$ cat src/rtl/spi_wb_pkg.sv
package spi_wb_pkg;
  localparam int BYTE_W_DEF = 8;
  localparam int ADDR_W_DEF = 3;

  // register offsets
  localparam int OFS_STAT = 3;
  localparam int OFS_DHI  = 4;
  localparam int OFS_DLO  = 5;

  // status bit positions
  localparam int ST_FULL = 7;
  localparam int ST_TXE  = 5;
  localparam int ST_LOST = 0;

  typedef struct packed {
    logic wr_hi;
    logic wr_lo;
    logic rd_stat;
    logic rd_lo;
  } acc_t;
endpackage

$ cat src/rtl/spi_wb_rst_sync.sv
module spi_wb_rst_sync #(
  parameter int STAGES = 2
) (
  input  logic clk,
  input  logic rst_n,
  output logic rst_n_s
);
  logic [STAGES-1:0] sync_q;
  logic [STAGES-1:0] sync_d;

  always_comb begin
    sync_d = {sync_q[STAGES-2:0], 1'b1};
  end

  always_ff @(posedge clk or negedge rst_n) begin
    if (!rst_n) sync_q <= '0;
    else        sync_q <= sync_d;
  end

  assign rst_n_s = sync_q[STAGES-1];
endmodule

$ cat src/rtl/spi_wb_regif.sv
module spi_wb_regif
  import spi_wb_pkg::*;
#(
  parameter int ADDR_W = ADDR_W_DEF,
  parameter int BYTE_W = BYTE_W_DEF,
  localparam int WORD_W = 2 * BYTE_W
) (
  input  logic              rd,
  input  logic              wr,
  input  logic [ADDR_W-1:0] addr,
  input  logic [WORD_W-1:0] rx_data,
  input  logic              rx_full,
  input  logic              tx_empty,
  input  logic              lost,
  output acc_t              acc,
  output logic [BYTE_W-1:0] rdata
);
  logic is_stat, is_hi, is_lo;
  logic [BYTE_W-1:0] stat_byte;

  always_comb begin
    is_stat = (addr == ADDR_W'(OFS_STAT));
    is_hi   = (addr == ADDR_W'(OFS_DHI));
    is_lo   = (addr == ADDR_W'(OFS_DLO));

    acc.wr_hi   = wr & is_hi;
    acc.wr_lo   = wr & is_lo;
    acc.rd_stat = rd & is_stat;
    acc.rd_lo   = rd & is_lo;

    stat_byte          = '0;
    stat_byte[ST_FULL] = rx_full;
    stat_byte[ST_TXE]  = tx_empty;
    stat_byte[ST_LOST] = lost;

    rdata = '0;
    if (is_stat)    rdata = stat_byte;
    else if (is_hi) rdata = rx_data[WORD_W-1:BYTE_W];
    else if (is_lo) rdata = rx_data[BYTE_W-1:0];
  end
endmodule

$ cat src/rtl/spi_wb_tx.sv
module spi_wb_tx #(
  parameter int BYTE_W = 8,
  localparam int WORD_W = 2 * BYTE_W
) (
  input  logic              clk,
  input  logic              rst_n,
  input  logic              wr_hi,
  input  logic              wr_lo,
  input  logic [BYTE_W-1:0] wdata,
  input  logic              eng_busy,
  input  logic              eng_done,
  output logic              launch,
  output logic              tx_empty,
  output logic              eng_start,
  output logic [WORD_W-1:0] eng_txword
);
  logic [BYTE_W-1:0] hold_q, hold_d;
  logic [WORD_W-1:0] word_q, word_d;
  logic              full_q, full_d;
  logic              fly_q, fly_d;
  logic              start_q, start_d;
  logic [WORD_W-1:0] txw_q, txw_d;

  always_comb begin
    launch = full_q & ~fly_q & ~eng_busy;

    hold_d = hold_q;
    if (wr_hi) hold_d = wdata;

    word_d = word_q;
    full_d = full_q;
    if (launch) full_d = 1'b0;
    if (wr_lo) begin
      word_d = {hold_q, wdata};
      full_d = 1'b1;
    end

    fly_d = fly_q;
    if (eng_done) fly_d = 1'b0;
    if (launch)   fly_d = 1'b1;

    start_d = launch;
    txw_d   = launch ? word_q : txw_q;
  end

  always_ff @(posedge clk or negedge rst_n) begin
    if (!rst_n) begin
      hold_q  <= '0;
      word_q  <= '0;
      full_q  <= 1'b0;
      fly_q   <= 1'b0;
      start_q <= 1'b0;
      txw_q   <= '0;
    end else begin
      hold_q  <= hold_d;
      word_q  <= word_d;
      full_q  <= full_d;
      fly_q   <= fly_d;
      start_q <= start_d;
      txw_q   <= txw_d;
    end
  end

  assign tx_empty   = ~full_q;
  assign eng_start  = start_q;
  assign eng_txword = txw_q;
endmodule

$ cat src/rtl/spi_wb_rx.sv
module spi_wb_rx #(
  parameter int WORD_W = 16
) (
  input  logic              clk,
  input  logic              rst_n,
  input  logic              eng_done,
  input  logic [WORD_W-1:0] eng_rxword,
  input  logic              rd_stat,
  input  logic              rd_lo,
  input  logic              launch,
  output logic [WORD_W-1:0] rx_data,
  output logic              rx_full,
  output logic              lost,
  output logic              park_vld,
  output logic              service
);
  logic [WORD_W-1:0] data_q, data_d;
  logic [WORD_W-1:0] park_q, park_d;
  logic              full_q, full_d;
  logic              pv_q, pv_d;
  logic              armed_q, armed_d;
  logic              lost_q, lost_d;
  logic              drop, promote;

  always_comb begin
    service = rd_lo & armed_q;
    drop    = launch & pv_q;
    promote = service & pv_q & ~launch;

    armed_d = armed_q;
    if (rd_stat) armed_d = full_q;
    if (service) armed_d = 1'b0;

    data_d = data_q;
    full_d = full_q;
    park_d = park_q;
    pv_d   = pv_q;
    lost_d = lost_q;

    if (rd_stat) lost_d = 1'b0;
    if (drop) begin
      pv_d   = 1'b0;
      lost_d = 1'b1;
    end
    if (service) begin
      if (promote) begin
        data_d = park_q;
        pv_d   = 1'b0;
      end else begin
        full_d = 1'b0;
      end
    end
    if (eng_done) begin
      if (!full_d) begin
        data_d = eng_rxword;
        full_d = 1'b1;
      end else begin
        park_d = eng_rxword;
        pv_d   = 1'b1;
      end
    end
  end

  always_ff @(posedge clk or negedge rst_n) begin
    if (!rst_n) begin
      data_q  <= '0;
      park_q  <= '0;
      full_q  <= 1'b0;
      pv_q    <= 1'b0;
      armed_q <= 1'b0;
      lost_q  <= 1'b0;
    end else begin
      data_q  <= data_d;
      park_q  <= park_d;
      full_q  <= full_d;
      pv_q    <= pv_d;
      armed_q <= armed_d;
      lost_q  <= lost_d;
    end
  end

  assign rx_data  = data_q;
  assign rx_full  = full_q;
  assign lost     = lost_q;
  assign park_vld = pv_q;
endmodule

$ cat src/rtl/spi_word_buffer.sv
module spi_word_buffer
  import spi_wb_pkg::*;
#(
  parameter int ADDR_W      = ADDR_W_DEF,
  parameter int BYTE_W      = BYTE_W_DEF,
  parameter int SYNC_STAGES = 2,
  localparam int WORD_W     = 2 * BYTE_W
) (
  input  logic              clk,
  input  logic              rst_n,
  input  logic [ADDR_W-1:0] reg_addr,
  input  logic              reg_rd,
  input  logic              reg_wr,
  input  logic [BYTE_W-1:0] reg_wdata,
  output logic [BYTE_W-1:0] reg_rdata,
  output logic              eng_start,
  output logic [WORD_W-1:0] eng_txword,
  input  logic              eng_busy,
  input  logic              eng_done,
  input  logic [WORD_W-1:0] eng_rxword
);
  logic              rst_n_s;
  acc_t              acc;
  logic              launch;
  logic              tx_empty;
  logic [WORD_W-1:0] rx_data;
  logic              rx_full;
  logic              lost;
  logic              park_vld;
  logic              service;

  spi_wb_rst_sync #(.STAGES(SYNC_STAGES)) u_rst (
    .clk     (clk),
    .rst_n   (rst_n),
    .rst_n_s (rst_n_s)
  );

  spi_wb_regif #(.ADDR_W(ADDR_W), .BYTE_W(BYTE_W)) u_regif (
    .rd       (reg_rd),
    .wr       (reg_wr),
    .addr     (reg_addr),
    .rx_data  (rx_data),
    .rx_full  (rx_full),
    .tx_empty (tx_empty),
    .lost     (lost),
    .acc      (acc),
    .rdata    (reg_rdata)
  );

  spi_wb_tx #(.BYTE_W(BYTE_W)) u_tx (
    .clk        (clk),
    .rst_n      (rst_n_s),
    .wr_hi      (acc.wr_hi),
    .wr_lo      (acc.wr_lo),
    .wdata      (reg_wdata),
    .eng_busy   (eng_busy),
    .eng_done   (eng_done),
    .launch     (launch),
    .tx_empty   (tx_empty),
    .eng_start  (eng_start),
    .eng_txword (eng_txword)
  );

  spi_wb_rx #(.WORD_W(WORD_W)) u_rx (
    .clk        (clk),
    .rst_n      (rst_n_s),
    .eng_done   (eng_done),
    .eng_rxword (eng_rxword),
    .rd_stat    (acc.rd_stat),
    .rd_lo      (acc.rd_lo),
    .launch     (launch),
    .rx_data    (rx_data),
    .rx_full    (rx_full),
    .lost       (lost),
    .park_vld   (park_vld),
    .service    (service)
  );
endmodule

$ cat config.mk
export PLATFORM = sky130hd
export DESIGN_NAME = spi_word_buffer
export DESIGN_NICKNAME = d
export VERILOG_FILES = /design/src/rtl/spi_wb_pkg.sv /design/src/rtl/spi_wb_rst_sync.sv /design/src/rtl/spi_wb_regif.sv /design/src/rtl/spi_wb_tx.sv /design/src/rtl/spi_wb_rx.sv /design/src/rtl/spi_word_buffer.sv
export SDC_FILE = /design/constraint.sdc
export NUM_CORES = 1
export LEC_CHECK = 0
export ABC_AREA = 1
export BUFFER_PORTS_ARGS = -buffer_cell sky130_fd_sc_hd__buf_2
export CORE_ASPECT_RATIO = 1.4
export CORE_MARGIN = 3
export CORE_UTILIZATION = 45
export DETAILED_ROUTE_END_ITERATION = 8
export PLACE_DENSITY_LB_ADDON = 0.15
export SLEW_MARGIN = 20
export SYNTH_ARGS = -nofsm -noshare
export SYNTH_HDL_FRONTEND = slang
export SYNTH_SLANG_ARGS = --single-unit
$ cat constraint.sdc
create_clock -name clk -period 3.8 [get_ports clk]
set_input_delay 0.57 -clock clk [delete_from_list [all_inputs] [get_ports clk]]
set_output_delay 0.57 -clock clk [all_outputs]
set_load 0.1 [all_outputs]
Word level (Yosys, flattened, before mapping)
Index checks and enable logic that the tools add are counted.
Widths: inputs -> output; s select.
- output and inout port bits: 25
- word-level logic and storage cells: 58
- bits in registers: 81
- reductions and logical operators: 5
- bitwise operators: 14
- equality and inequality tests: 3
- mux-type cells: 23
- operator list (kind ; count):
    $mux 16 ; 4
    $mux 8 ; 3
    $mux 1 ; 16
    $and 1x1->1 ; 10
    $reduce_bool 2->1 ; 4
    $eq 3x3->1 const B ; 2
    $not 1->1 ; 4
    $eq 3x2->1 const B ; 1
    $reduce_and 2->1 ; 1

Depth between registers and ports, before layout
- depth in word-level cells: 9
- gate-level depth with buffers: 9
- depth with buffers taken out: 8

Hierarchy
From an unflattened synthesis, not the netlist that was laid out.
- cell total of the unflattened synthesis: 430
- area, all modules: 3698.5 sq um
- by module, submodules not included (module ; area each (sq um) ; times used ; cells each ; seq. area each (sq um)):
    spi_wb_rx ; 1747.9 ; 1 ; 213 ; 900.9
    spi_wb_tx ; 1670.4 ; 1 ; 173 ; 1076.0
    spi_wb_regif ; 226.5 ; 1 ; 41 ; 0.0
    spi_wb_rst_sync ; 53.8 ; 1 ; 3 ; 50.0

Worst setup path after synthesis
No wires, ideal clock.
- kind: input-to-output
- start: in reg_addr[0]
- end: out reg_rdata[0]
- path slack: 1.499 ns
- required time: 3.230 ns
- arrival: 1.731 ns
- cell stages on the path: 4
- path buffers: 0
- cell sequence: inv_1 > nor3_1 > nand2_1 > nand3_1
- word-level cells in the longest chain between the ends: 4
- RTL lines (item ; line ; source):
    start: declaration ; spi_word_buffer.sv:11 ; input logic [ADDR_W-1:0] reg_addr,
    $eq 3x3->1 ; spi_wb_regif.sv:24 ; is_lo = (addr == ADDR_W'(OFS_DLO));
    $mux 8 ; spi_wb_regif.sv:39 ; else if (is_lo) rdata = rx_data[BYTE_W-1:0];
    $mux 8 ; spi_wb_regif.sv:38 ; else if (is_hi) rdata = rx_data[WORD_W-1:BYTE_W];
    $mux 8 (*) ; spi_wb_regif.sv:37 ; if (is_stat) rdata = stat_byte;
    end: declaration ; spi_word_buffer.sv:15 ; output logic [BYTE_W-1:0] reg_rdata,
Mark *: on every way between the ends. The rest lies on a longest branch, timed or not.

Final worst setup path
- start: in reg_addr[1]
- end: out reg_rdata[0]
Same word-level chain as after synthesis.

==> flow_summary_export.csv <==
group,metric,value,unit
run_status,status,"finished clean",
die,core_area,7500,sq um
critical_path,start_kind,"input port",
critical_path,crit_required,3.23,ns
die,dieArea,8990,sq um
clock_tree,hold_buffers,1,
power_and_ir_drop,seq_power_share,39.2,%
grt,antenna_found_initial,1,
critical_path,worstPathArrival,1.92,ns
grt,grt_pass1_wl,12900,microns
die,pin_count,58,
clock_tree,ctsResizeCount,0,
routing,drc,0,
routing,met2_length,4010,microns
logic_synthesis,synth_cell_types,25,
logic_synthesis,synth.largest_area_cell,"dfrtp_1",
timing,final_hold_viol_count,0,
timing,max_slew_margin,41.0,%
routing,postRouteWirelength,7740,microns
logic_synthesis,syn_nets,430,
hold_path,hold_class,"flop to asynchronous set/reset pin",
logic_synthesis,synth_top_area_share,57.2,%
critical_path,crit_fanout,5,
routing,vias,2716,
finish,seqCellArea,2030,sq um
power_and_ir_drop,p_int,1730,uW
power_and_ir_drop,p_per_area,787,nW/um^2
routing,post_drt_wl_per_cell,14.0,microns
routing,ant_nets,0,
die,dieHeight,111,microns
finish,layout-drive-gt1-share,20.4,%
grt,grtUsageTotal,18.7,%
clock_tree,insertion_delay,0.35,ns
timing,setup-tns-final,0,ns
routing,dr.max_layer_used,"met4",
grt,grt_overflow_total,0,
clock_tree,cts-htree-levels,3,
logic_synthesis,synth-compound-area-share,10.8,%
timing,fmax,402,MHz
die,start_util,47.2,%
routing,firstDrtPassIters,4,
timing,rsz0062_at_grt,"false",
die,die_x,81.0,microns
routing,wl_met3,301,microns
critical_path,critPathSlowestCell,"nor3_1",
power_and_ir_drop,ir_worst_vdd,0.000465,V
logic_synthesis,synthMuxAreaShare,0.318,%
timing,holdWs,0.243,ns
place,portBuffers,57,
power_and_ir_drop,pwr-share-clk,22.2,%
logic_synthesis,synth-seq-cells,81,
power_and_ir_drop,leakagePower,0.00223,uW
routing,drt-initial-drc-count,121,
clock_tree,cts_sinks,81,
logic_synthesis,synthTopCellsByArea,"dfrtp_1, nand2_1, o21ai_0",
clock_tree,clk_path_buf_depth,2,
logic_synthesis,synth_area,3540,sq um
logic_synthesis,synthSimpleGateAreaFrac,23.9,%
critical_path,timing.rr.end,"u_rx.rx_data[15]",
logic_synthesis,yosysWarnings,0,
critical_path,r2r_setup_slack,1.97,ns
critical_path,rr_startpoint,"u_tx.fly_q",
clock_tree,cts_tree,"done",
timing,setup_viol,0,
critical_path,crit_path_frequent_cell,"buf_2",
finish,area_growth,15.6,%
finish,multiInputGateArea,1250,sq um
critical_path,ff2ff_path_depth,8,
finish,final_nets,483,
logic_synthesis,synth_fa_ha_area_share,0,%
grt,grt_pass1_vias,2679,
logic_synthesis,synth_top_family_by_area,"simple AND/OR/NAND/NOR gates",
logic_synthesis,syn_area_per_cell,8.92,sq um
critical_path,path_cells,"buf_2 -> inv_1 -> nor3_1 -> nand2_1 -> nand3_1 -> buf_2",
logic_synthesis,seq_area_frac_synth,57.2,%
power_and_ir_drop,power_switching,1490,uW
logic_synthesis,yosys.area_share.xor_xnor,0,%
critical_path,slowest_delay,0.46,ns
routing,drt-met1-wl,3300,microns
clock_tree,cts_root_buffer,"clkbuf_8",
die,rows,37,
routing,drt-vias-per-instance,4.91,
finish,fillCellCount,758,
timing,period_minus_slack,2.49,ns
timing,period_share,65.5,%
timing,worstMarginPinSlew,0.883,ns
place,place_hpwl,5000,microns
clock_tree,postCtsSetupBuffers,0,
run,cap_viol_max_count,0,
clock_tree,numCtsBuffers,9,
power_and_ir_drop,pwr-share-comb,38.6,%
place,place_congestion,0.771,
critical_path,cp-end-kind,"output pin",
clock_tree,clk_pin_slew,0.09,ns
power_and_ir_drop,netSwitchingFraction,46.2,%
timing,skew,0.00916,ns
grt,grt_max_degree,80,
critical_path,critPathKind,"input port to output pin",
timing,slew_viol_final,0,
logic_synthesis,postSynthCellCount,397,
## power by group through the flow
stage	Combinational [uW]	Sequential [uW]	Clock [uW]
after floorplan	486	1810	0
after global placement	1230	1290	0
after detailed placement	1240	1300	0
after CTS	1240	1280	732
after global routing	1350	1290	765
final	1240	1260	714
## final cells by class
type	count	share of cell area [%]
antenna	1	0.0611
clock buffer	9	3.02
clock inverter	7	2.47
inverter	39	3.57
multi-input combinational	260	30.4
sequential	81	49.6
tap	97	2.96
timing repair buffer	59	7.88
## flip-flops by register name, summed over array words and instances, names as in the netlist, 2 cells and up
signal           flops
u_rst.sync_q         2
u_rx.park_q         16
u_rx.rx_data        16
u_tx.eng_txword     16
u_tx.hold_q          8
u_tx.word_q         16
## worst max path at each step
| stage | end | depth (start not counted) | start |
|---|---|---|---|
| final | reg_rdata[0] | 6 | reg_addr[1] |
| after global routing | reg_rdata[5] | 6 | reg_addr[1] |
| after CTS | reg_rdata[0] | 6 | reg_addr[1] |
| after detailed placement | reg_rdata[0] | 6 | reg_addr[1] |
| after global placement | reg_rdata[0] | 6 | reg_addr[1] |
| after floorplan | u_rx.armed_q | 0 | u_rst.sync_q[1] |
## routing by layer
metal | global-route usage [%] | vias up
met4 | 8.23 | 0
met1 | 22.7 | 1291
li1 | - | 1355
met3 | 3.01 | 12
met5 | 2.50 | -
met2 | 31.7 | 58
## cells in the final DEF, fill, tap and decap left out, drive strengths merged
| cell type | n |
|---|---|
| clkbuf | 9 |
| a21oi | 7 |
| nand2 | 151 |
| nand3 | 24 |
| bufinv | 2 |
| nor2 | 10 |
| nand3b | 1 |
| diode | 1 |
| dfrtp | 81 |
| buf | 58 |
| clkinvlp | 2 |
| a22o | 6 |
| o21ai | 58 |
| inv | 42 |
| conb | 1 |
| dlygate4sd3 | 1 |
| mux2 | 1 |
| nor3 | 1 |
## through the flow
step | setup slack [ns] | util (%) | instances | area, sq um | total power [uW]
floorplan | 1.38 | - | 397 | 3540 | 2290
global placement | 1.25 | 51.1 | 534 | 3830 | 2510
detailed placement | 1.25 | 51.1 | 534 | 3830 | 2530
CTS | 1.25 | 54.2 | 551 | 4070 | 3250
global route | 1.11 | 54.6 | 553 | 4100 | 3410
finish | 1.31 | 54.6 | 553 | 4100 | 3220
## worst max-delay path: cells and delay by family
family | cells | cell delay, ns
and+or+nand+nor | 3 | 0.70
buffers and inverters | 3 | 0.65
## Yosys cell counts (all sizes together)
library cell and instances:
a22o 6, clkbuf 7, nand3b 1, nand3 24
nor2 10, mux2 1, o21ai 58, dfrtp 81
conb 1, buf 10, a21oi 7, nand2 151
inv 39, nor3 1
## kinds of logic after synthesis
group / count (synthesis)
flip-flops: 81
AND/OR/NAND/NOR: 187
AO/OA/AOI/OAI: 71
buffers and inverters: 56
other: 1
multiplexers: 1
(Power assumes the default switching activity.)
